### src/rtl/clkbank_pkg.sv
package clkbank_pkg;

  localparam int unsigned REG_W = 32;

  localparam logic [7:0] OFS_STOP = 8'h00;
  localparam logic [7:0] OFS_SEL  = 8'h04;
  localparam logic [7:0] OFS_DIV  = 8'h08;

  typedef enum logic [1:0] {
    SLOT_NONE,
    SLOT_STOP,
    SLOT_SEL,
    SLOT_DIV
  } reg_slot_e;

  function automatic reg_slot_e slot_of(input logic [7:0] byte_addr);
    reg_slot_e s;
    case (byte_addr)
      OFS_STOP: s = SLOT_STOP;
      OFS_SEL:  s = SLOT_SEL;
      OFS_DIV:  s = SLOT_DIV;
      default:  s = SLOT_NONE;
    endcase
    return s;
  endfunction

endpackage

### src/rtl/clkbank_rst_sync.sv
module clkbank_rst_sync (
  input  logic clk,
  input  logic rst_n,
  output logic rst_sync_n
);

  logic [1:0] stage_q;
  logic [1:0] stage_d;

  always_comb begin
    stage_d = {stage_q[0], 1'b1};
  end

  always_ff @(posedge clk or negedge rst_n) begin
    if (!rst_n) begin
      stage_q <= 2'b00;
    end else begin
      stage_q <= stage_d;
    end
  end

  assign rst_sync_n = stage_q[1];

endmodule

### src/rtl/clkbank_regs.sv
module clkbank_regs
  import clkbank_pkg::*;
#(
  parameter int unsigned NUM_CH = 16,
  parameter int unsigned SEL_W  = 2,
  parameter int unsigned DIV_W  = 2,
  parameter int unsigned ADDR_W = 4
) (
  input  logic                      clk,
  input  logic                      rst_n,
  input  logic [ADDR_W-1:0]         addr,
  input  logic                      wr_en,
  input  logic [REG_W-1:0]          wdata,
  output logic [REG_W-1:0]          rdata,
  output logic [NUM_CH-1:0]         stop_q,
  output logic [NUM_CH*SEL_W-1:0]   sel_q,
  output logic [NUM_CH*DIV_W-1:0]   div_q
);

  localparam int unsigned SEL_BITS = NUM_CH * SEL_W;
  localparam int unsigned DIV_BITS = NUM_CH * DIV_W;

  reg_slot_e slot;

  logic                stop_en, sel_en, div_en;
  logic [NUM_CH-1:0]   stop_d;
  logic [SEL_BITS-1:0] sel_d;
  logic [DIV_BITS-1:0] div_d;

  always_comb begin
    slot = slot_of(8'(addr));
  end

  // next-state and clock enables
  always_comb begin
    stop_en = wr_en && (slot == SLOT_STOP);
    sel_en  = wr_en && (slot == SLOT_SEL);
    div_en  = wr_en && (slot == SLOT_DIV);
    stop_d  = wdata[NUM_CH-1:0];
    sel_d   = wdata[SEL_BITS-1:0];
    div_d   = wdata[DIV_BITS-1:0];
  end

  always_ff @(posedge clk or negedge rst_n) begin
    if (!rst_n) begin
      stop_q <= '1;
    end else if (stop_en) begin
      stop_q <= stop_d;
    end
  end

  always_ff @(posedge clk or negedge rst_n) begin
    if (!rst_n) begin
      sel_q <= '0;
    end else if (sel_en) begin
      sel_q <= sel_d;
    end
  end

  always_ff @(posedge clk or negedge rst_n) begin
    if (!rst_n) begin
      div_q <= '0;
    end else if (div_en) begin
      div_q <= div_d;
    end
  end

  // read port
  always_comb begin
    case (slot)
      SLOT_STOP: rdata = REG_W'(stop_q);
      SLOT_SEL:  rdata = REG_W'(sel_q);
      SLOT_DIV:  rdata = REG_W'(div_q);
      default:   rdata = '0;
    endcase
  end

endmodule

### src/rtl/clkbank_chan.sv
module clkbank_chan #(
  parameter int unsigned SEL_W = 2,
  parameter int unsigned DIV_W = 2
) (
  input  logic                   clk,
  input  logic                   rst_n,
  input  logic [(1<<SEL_W)-1:0]  src_now,
  input  logic [(1<<SEL_W)-1:0]  src_prev,
  input  logic [SEL_W-1:0]       sel_cfg,
  input  logic [DIV_W-1:0]       div_cfg,
  input  logic                   stop_cfg,
  output logic                   clk_o,
  output logic [SEL_W-1:0]       sel_act,
  output logic [DIV_W-1:0]       div_act,
  output logic                   stopped
);

  // largest exponent is 2^DIV_W-1, so the edge counter needs that many bits
  localparam int unsigned CNT_W = (1 << DIV_W) - 1;

  logic [CNT_W-1:0] cnt_q, cnt_d;
  logic             out_q, out_d;
  logic [SEL_W-1:0] sel_d;
  logic [DIV_W-1:0] div_d;
  logic             stop_d;
  logic             en;

  logic [CNT_W-1:0] cnt_last;
  logic             src_edge;
  logic             at_last;
  logic             fall_now;
  logic             boundary;

  always_comb begin
    cnt_last = CNT_W'((32'd1 << div_act) - 32'd1);
    src_edge = src_now[sel_act] ^ src_prev[sel_act];
    at_last  = (cnt_q == cnt_last);
    fall_now = !stopped && out_q && src_edge && at_last;
    // settings are adopted only while the output is (about to be) low
    boundary = stopped || fall_now;
    en       = boundary || src_edge;
  end

  always_comb begin
    cnt_d  = cnt_q;
    out_d  = out_q;
    sel_d  = sel_act;
    div_d  = div_act;
    stop_d = stopped;
    if (boundary) begin
      sel_d  = sel_cfg;
      div_d  = div_cfg;
      stop_d = stop_cfg;
      cnt_d  = '0;
      out_d  = 1'b0;
    end else if (src_edge) begin
      if (at_last) begin
        out_d = ~out_q;
        cnt_d = '0;
      end else begin
        cnt_d = cnt_q + CNT_W'(1);
      end
    end
  end

  always_ff @(posedge clk or negedge rst_n) begin
    if (!rst_n) begin
      cnt_q   <= '0;
      out_q   <= 1'b0;
      sel_act <= '0;
      div_act <= '0;
      stopped <= 1'b1;
    end else if (en) begin
      cnt_q   <= cnt_d;
      out_q   <= out_d;
      sel_act <= sel_d;
      div_act <= div_d;
      stopped <= stop_d;
    end
  end

  assign clk_o = out_q;

endmodule

### src/rtl/clk_channel_bank.sv
module clk_channel_bank
  import clkbank_pkg::*;
#(
  parameter int unsigned NUM_CH = 16,
  parameter int unsigned SEL_W  = 2,
  parameter int unsigned DIV_W  = 2,
  parameter int unsigned ADDR_W = 4
) (
  input  logic                   clk,
  input  logic                   rst_n,
  input  logic [ADDR_W-1:0]      bus_addr,
  input  logic                   bus_wr_en,
  input  logic [REG_W-1:0]       bus_wdata,
  output logic [REG_W-1:0]       bus_rdata,
  input  logic [(1<<SEL_W)-1:0]  src_i,
  output logic [NUM_CH-1:0]      clk_o
);

  localparam int unsigned NUM_SRC = 1 << SEL_W;

  logic                      rst_sync_n;
  logic [NUM_SRC-1:0]        src_q;
  logic [NUM_CH-1:0]         stop_q;
  logic [NUM_CH*SEL_W-1:0]   sel_q;
  logic [NUM_CH*DIV_W-1:0]   div_q;
  logic [NUM_CH*SEL_W-1:0]   sel_act_v;
  logic [NUM_CH*DIV_W-1:0]   div_act_v;
  logic [NUM_CH-1:0]         stopped_v;

  clkbank_rst_sync u_rst (
    .clk        (clk),
    .rst_n      (rst_n),
    .rst_sync_n (rst_sync_n)
  );

  // one-cycle history of the sources, shared by every channel's edge detector
  always_ff @(posedge clk or negedge rst_sync_n) begin
    if (!rst_sync_n) begin
      src_q <= '0;
    end else begin
      src_q <= src_i;
    end
  end

  clkbank_regs #(
    .NUM_CH (NUM_CH),
    .SEL_W  (SEL_W),
    .DIV_W  (DIV_W),
    .ADDR_W (ADDR_W)
  ) u_regs (
    .clk    (clk),
    .rst_n  (rst_sync_n),
    .addr   (bus_addr),
    .wr_en  (bus_wr_en),
    .wdata  (bus_wdata),
    .rdata  (bus_rdata),
    .stop_q (stop_q),
    .sel_q  (sel_q),
    .div_q  (div_q)
  );

  for (genvar ch = 0; ch < NUM_CH; ch++) begin : g_chan
    clkbank_chan #(
      .SEL_W (SEL_W),
      .DIV_W (DIV_W)
    ) u_chan (
      .clk      (clk),
      .rst_n    (rst_sync_n),
      .src_now  (src_i),
      .src_prev (src_q),
      .sel_cfg  (sel_q[ch*SEL_W +: SEL_W]),
      .div_cfg  (div_q[ch*DIV_W +: DIV_W]),
      .stop_cfg (stop_q[ch]),
      .clk_o    (clk_o[ch]),
      .sel_act  (sel_act_v[ch*SEL_W +: SEL_W]),
      .div_act  (div_act_v[ch*DIV_W +: DIV_W]),
      .stopped  (stopped_v[ch])
    );
  end

endmodule

### config.mk
export PLATFORM = sky130hd
export DESIGN_NAME = clk_channel_bank
export DESIGN_NICKNAME = d
export VERILOG_FILES = /design/src/rtl/clkbank_pkg.sv /design/src/rtl/clkbank_rst_sync.sv /design/src/rtl/clkbank_regs.sv /design/src/rtl/clkbank_chan.sv /design/src/rtl/clk_channel_bank.sv
export SDC_FILE = /design/constraint.sdc
export NUM_CORES = 1
export LEC_CHECK = 0
export ABC_AREA = 1
export BUFFER_PORTS_ARGS = -buffer_cell sky130_fd_sc_hd__buf_2
export CORE_ASPECT_RATIO = 0.75
export CORE_UTILIZATION = 30
export CTS_BUF_LIST = sky130_fd_sc_hd__clkbuf_2
export DETAILED_ROUTE_END_ITERATION = 16
export SYNTH_ARGS = -nofsm -noshare
export SYNTH_HDL_FRONTEND = slang
export SYNTH_SLANG_ARGS = --single-unit
export TNS_END_PERCENT = 5
### constraint.sdc
create_clock -name clk -period 9.1 [get_ports clk]
set_input_delay 0.91 -clock clk [delete_from_list [all_inputs] [get_ports clk]]
set_output_delay 0.91 -clock clk [all_outputs]
set_load 0.05 [all_outputs]
# == Yosys cells after proc, flatten, opt, wreduce, memory -nomap -nowiden ==
# Index checks and enable logic that the tools add are counted.
# classes
reduce_logical,180
order_cmp,16
bitwise,32
mux,162
eq_ne,21
n_addsub,32
n_shift,16
# ops
op,n
$mux W3,48
$pmux W32 S3,1
$mux W1,80
$bmux W1 S2,32
$reduce_and A2 Y1,32
$reduce_bool A2 Y1,32
$logic_and A1 B1 Y1,51
$add A3 B1 Y3 const B,16
$eq A3 B3 Y1,16
$lt A2 B3 Y1 const B,16
$reduce_and A3 Y1,16
$shl A1 B2 Y3 const A,16
$sub A3 B1 Y3 const B,16
$logic_or A1 B1 Y1,32
$logic_not A1 Y1,16
$not A1 Y1,16
$xor A1 B1 Y1,16
$pmux W2 S3,1
$eq A2 B2 Y1 const B,2
$eq A4 B3 Y1 const B,1
$eq A4 B4 Y1 const B,1
$logic_not A4 Y1,1
$eq A2 B1 Y1 const B,1
# word_totals
inputBits,43
wordCells,544
register_bits,230
output_inout_bits,48

# == Logic depth before layout (Yosys ltp) ==
# logic_depth
ltp_word,8
depth_mapped,10

# == Cells and area by module ==
# From an unflattened synthesis, not the netlist that was laid out.
# unflattened
hier_cells,1938
hier_area_um2,13553.0
# by_module_without_submodules
mod,instances,area_per_inst_um2,cells_per_inst
clkbank_chan,16,590.6,90
clkbank_regs,1,3950.0,491
clk_channel_bank,1,100.1,4
clkbank_rst_sync,1,53.8,3

# == Worst setup path before layout ==
# OpenSTA, ideal clock, no wires.
# synth_timing
kind,input port to output port
start,in bus_addr[1]
end,out bus_rdata[10]
path_slack_ps,6002
required_ps,8190
arrival_ps,2188
stages,4
cell_sequence,nor2_2 -> nand3_2 -> clkbuf_1 -> o211ai_1
# synth_between
elab_chain_cells,4
# synth_lines
item,line,source
"start, declared",clk_channel_bank.sv:11,"input logic [ADDR_W-1:0] bus_addr,"
"$eq A4 B4 Y1, or another cell as far along",clkbank_pkg.sv:18,case (byte_addr)
$pmux W2 S3 (*),clkbank_pkg.sv:18,
$eq A2 B2 Y1 / $eq A2 B1 Y1 (equally long branches),clkbank_regs.sv:70,case (slot)
$pmux W32 S3 (*),clkbank_regs.sv:70,
"end, declared",clk_channel_bank.sv:14,"output logic [REG_W-1:0] bus_rdata,"
# Every way passes the cells marked *; elsewhere a longest branch is shown, timed or not.

# == Worst setup path in the final report ==
# layout_timing
start,in bus_addr[1]
end,out bus_rdata[13]
# Same word-level chain as after synthesis.

==> results.toml <==
[drt]
top_layer = "met4"
met2WireLength_um = 14200
first_pass_iters = 5
drtIter0Drc = 897
wl_per_cell_um = 15.0
drc = 0
wl_met1_um = 15700
ant_nets = 0
wirelength_um = 33100
via_count = 10600
via_per_inst = 4.80
wl_met3_um = 2210

[sta]
fin_setup_tns_ns = 0
worstMarginPinSlew_ns = 1.01
drv_slew = 0
hold_violations = 0
fmax_mhz = 295
layout_min_cycle_time_ns = 3.39
slew_headroom = 0.326
fin_crit_sh = 0.372
fin_worst_skew_ns = 0.0760
rsz0062_at_grt = "false"
finalSetupViolations = 0

[critical_path]
critical-path-top-delay-family = "buffers and inverters"
path_depth = 7
rrSetupSlack_ns = 6.43
crit_path_cell_trace = "buf_2 -> nor2_2 -> nand3_1 -> inv_2 -> nand2_1 -> o211ai_1 -> buf_2"
critPathSlowestCell = "inv_2"
crit_arrival_ns = 2.48
worst_setup_path_end_kind = "output port"
cp_num_buf_inv = 3
rr_worst_depth = 2
endpoint = "bus_rdata[13]"
cp-startpoint = "bus_addr[1]"
r2r_end = "g_chan[3].u_chan.cnt_q[1]"
required_ns = 8.19
cp_max_fo = 33
cp_common_cell = "buf_2"
slowest_delay_ns = 0.61
path_class = "in -> out"
r2r-start = "u_rst.stage_q[1]"
critPathLaunchType = "input pin"

[yosys]
syn_area_sq_um = 12300
syn_inst = 1539
syn_area_per_cell_sq_um = 8.01
yosys.cell_types.count = 32
yosysSeqAreaShare = 0.470
ys_ff_latch = 230
syn-num-nets = 1598
yosys_warnings = 0

[die]
rows = 63
io_pins = 91
fp.dieW_um = 236
die_area_sq_um = 41900
core_region_area_sq_um = 40000
initial_utilization = 0.308
die_y_um = 178

[clock_network]
htree_levels = 2
clockRootBuffer = "clkbuf_2"
clock_latency_ns = 0.92
path_clk_slew_ns = 0.13
cts-buffers-inserted = 58
numClockSinks = 230
clock_path_buffers = 3
tritoncts = "done"

[placed_design]
dpl_cell_area_sq_um = 13100
io_buffers = 90
dp_hpwl_um = 22800
place.gp.congestion = 0.853

[finish]
mostFrequentLayoutCell = "nand2_1"
area_delta_synth_final_pct = 10.8
fillers = 4253
fin_area_sq_um = 13700
mostFrequentLayoutCells = "nand2_1 (460), dfrtp_1 (197), nand3_1 (189)"
final_nets = 1699
layout-drive-gt1-share = 0.182

[worst_hold_path]
hold_path.class = "in -> reg"

[grt]
antenna_found_initial = 1
grt_max_degree = 76
grtUsageTotal = 0.160
grt_overflow_total = 0
grt_pass1_vias = 9991
grt_pass1_wl_um = 53100

[power_and_ir_drop]
power_density_nw_per_um2 = 300
leakagePower_nw = 7.07
irDropWorstVdd_v = 0.000112

[job]
drv.max_cap_violation_count = 0

[run_status]
status = "finished clean"
==> cell usage after synthesis <==
master / count / area [sq um]
nand2_1: 460 / 1730
dfrtp_1: 198 / 4950
nand3_1: 189 / 946
inv_1: 161 / 604
o21ai_0: 121 / 606
nor2_1: 69 / 259
nand4_1: 57 / 357
dfstp_2: 32 / 841
xnor2_1: 31 / 272
nand2_2: 26 / 163
nand2_4: 22 / 248
clkbuf_1: 20 / 75.1
buf_4: 17 / 128
a22o_1: 16 / 140
ha_1: 16 / 200
nand3_2: 16 / 160
o211ai_1: 15 / 113
nand3b_1: 14 / 105
a21oi_1: 12 / 60.1
buf_2: 10 / 50.1
buf_6: 7 / 78.8
inv_2: 7 / 26.3
nand3b_2: 6 / 67.6
a31oi_1: 4 / 25.0
nand3_4: 4 / 70.1
clkbuf_4: 3 / 22.5
a21boi_1: 1 / 7.51
and2_1: 1 / 6.26
clkinv_1: 1 / 3.75
conb_1: 1 / 3.75
nor2_2: 1 / 6.26
xor2_1: 1 / 8.76
==> routing by layer <==
metal / global-route usage / vias to the layer above
li1: - / 5273
met1: 0.223 / 4966
met2: 0.237 / 291
met3: 0.0383 / 64
met4: 0.0632 / 0
met5: 0 / -
==> report_power, final <==
group          total (W)  internal, W  switching [W]
registers        0.00167      0.00135       0.000322
logic            0.00172     0.000583        0.00113
clock network   0.000711     0.000264       0.000447
total            0.00409      0.00219        0.00190
==> area by class of cell <==
class | count | area (sq um) | area share
clock buffer | 91 | 455 | 0.0333
tap | 520 | 651 | 0.0476
inverter | 169 | 634 | 0.0464
clock inverter | 16 | 63.8 | 0.00467
multi-input combinational | 1083 | 5550 | 0.406
antenna | 1 | 2.50 | 0.000183
timing repair buffer | 98 | 513 | 0.0375
sequential | 230 | 5800 | 0.424
==> how the worst min path moves through the flow <==
stage / startpoint / end / slack, ns / cells after the start
2_1_floorplan: u_rst.stage_q[0] / u_rst.stage_q[1] / 0.33 / 0
3_3_place_gp: u_rst.stage_q[0] / u_rst.stage_q[1] / 0.33 / 0
3_5_place_dp: u_rst.stage_q[0] / u_rst.stage_q[1] / 0.34 / 0
4_1_cts: src_i[1] / src_q[1] / 0.06 / 1
5_1_grt: src_i[1] / src_q[1] / 0.05 / 1
6_report: src_i[1] / src_q[1] / 0.14 / 1
==> what timing repair did <==
action / CTS / global route
hold endpoints to repair: 2 / 0
hold buffers: 1 / 0
resized for setup: 0 / 0
setup buffers: 0 / 0
==> state kept, by name, indices dropped and copies added, names as in the netlist <==
name                   flops
u_regs.div_q              32
u_regs.sel_q              32
src_q                      4
g_chan.u_chan.cnt_q       48
g_chan.u_chan.stopped     16
u_regs.stop_q             16
g_chan.u_chan.clk_o       16
u_rst.stage_q              2
g_chan.u_chan.sel_act     32
g_chan.u_chan.div_act     32
==> metrics by stage <==
step / total power, W / instances / utilization / worst slack, ns / hold slack [ns]
2_1_floorplan: 0.00303 / 1539 / - / 2.27 / 0.331
3_3_place_gp: 0.00335 / 2099 / 0.328 / 5.73 / 0.334
3_5_place_dp: 0.00339 / 2099 / 0.328 / 5.69 / 0.336
4_1_cts: 0.00413 / 2207 / 0.341 / 5.68 / 0.0562
5_1_grt: 0.00447 / 2208 / 0.341 / 5.59 / 0.0486
6_report: 0.00409 / 2208 / 0.341 / 5.71 / 0.138
==> cells by family (layout without fill, tap and decap cells) <==
| group | Yosys count | after routing | share of synthesized area |
|---|---|---|---|
| and+or+nand+nor | 865 | 865 | 0.334 |
| DFF | 230 | 230 | 0.470 |
| buffers and inverters | 226 | 374 | 0.0801 |
| AOI/OAI and AO/OA | 169 | 169 | 0.0771 |
| xor gates and xnor gates | 32 | 32 | 0.0227 |
| adders and majority gates | 16 | 16 | 0.0162 |
| other | 1 | 2 | 0.000304 |
(Power assumes the default switching activity.)
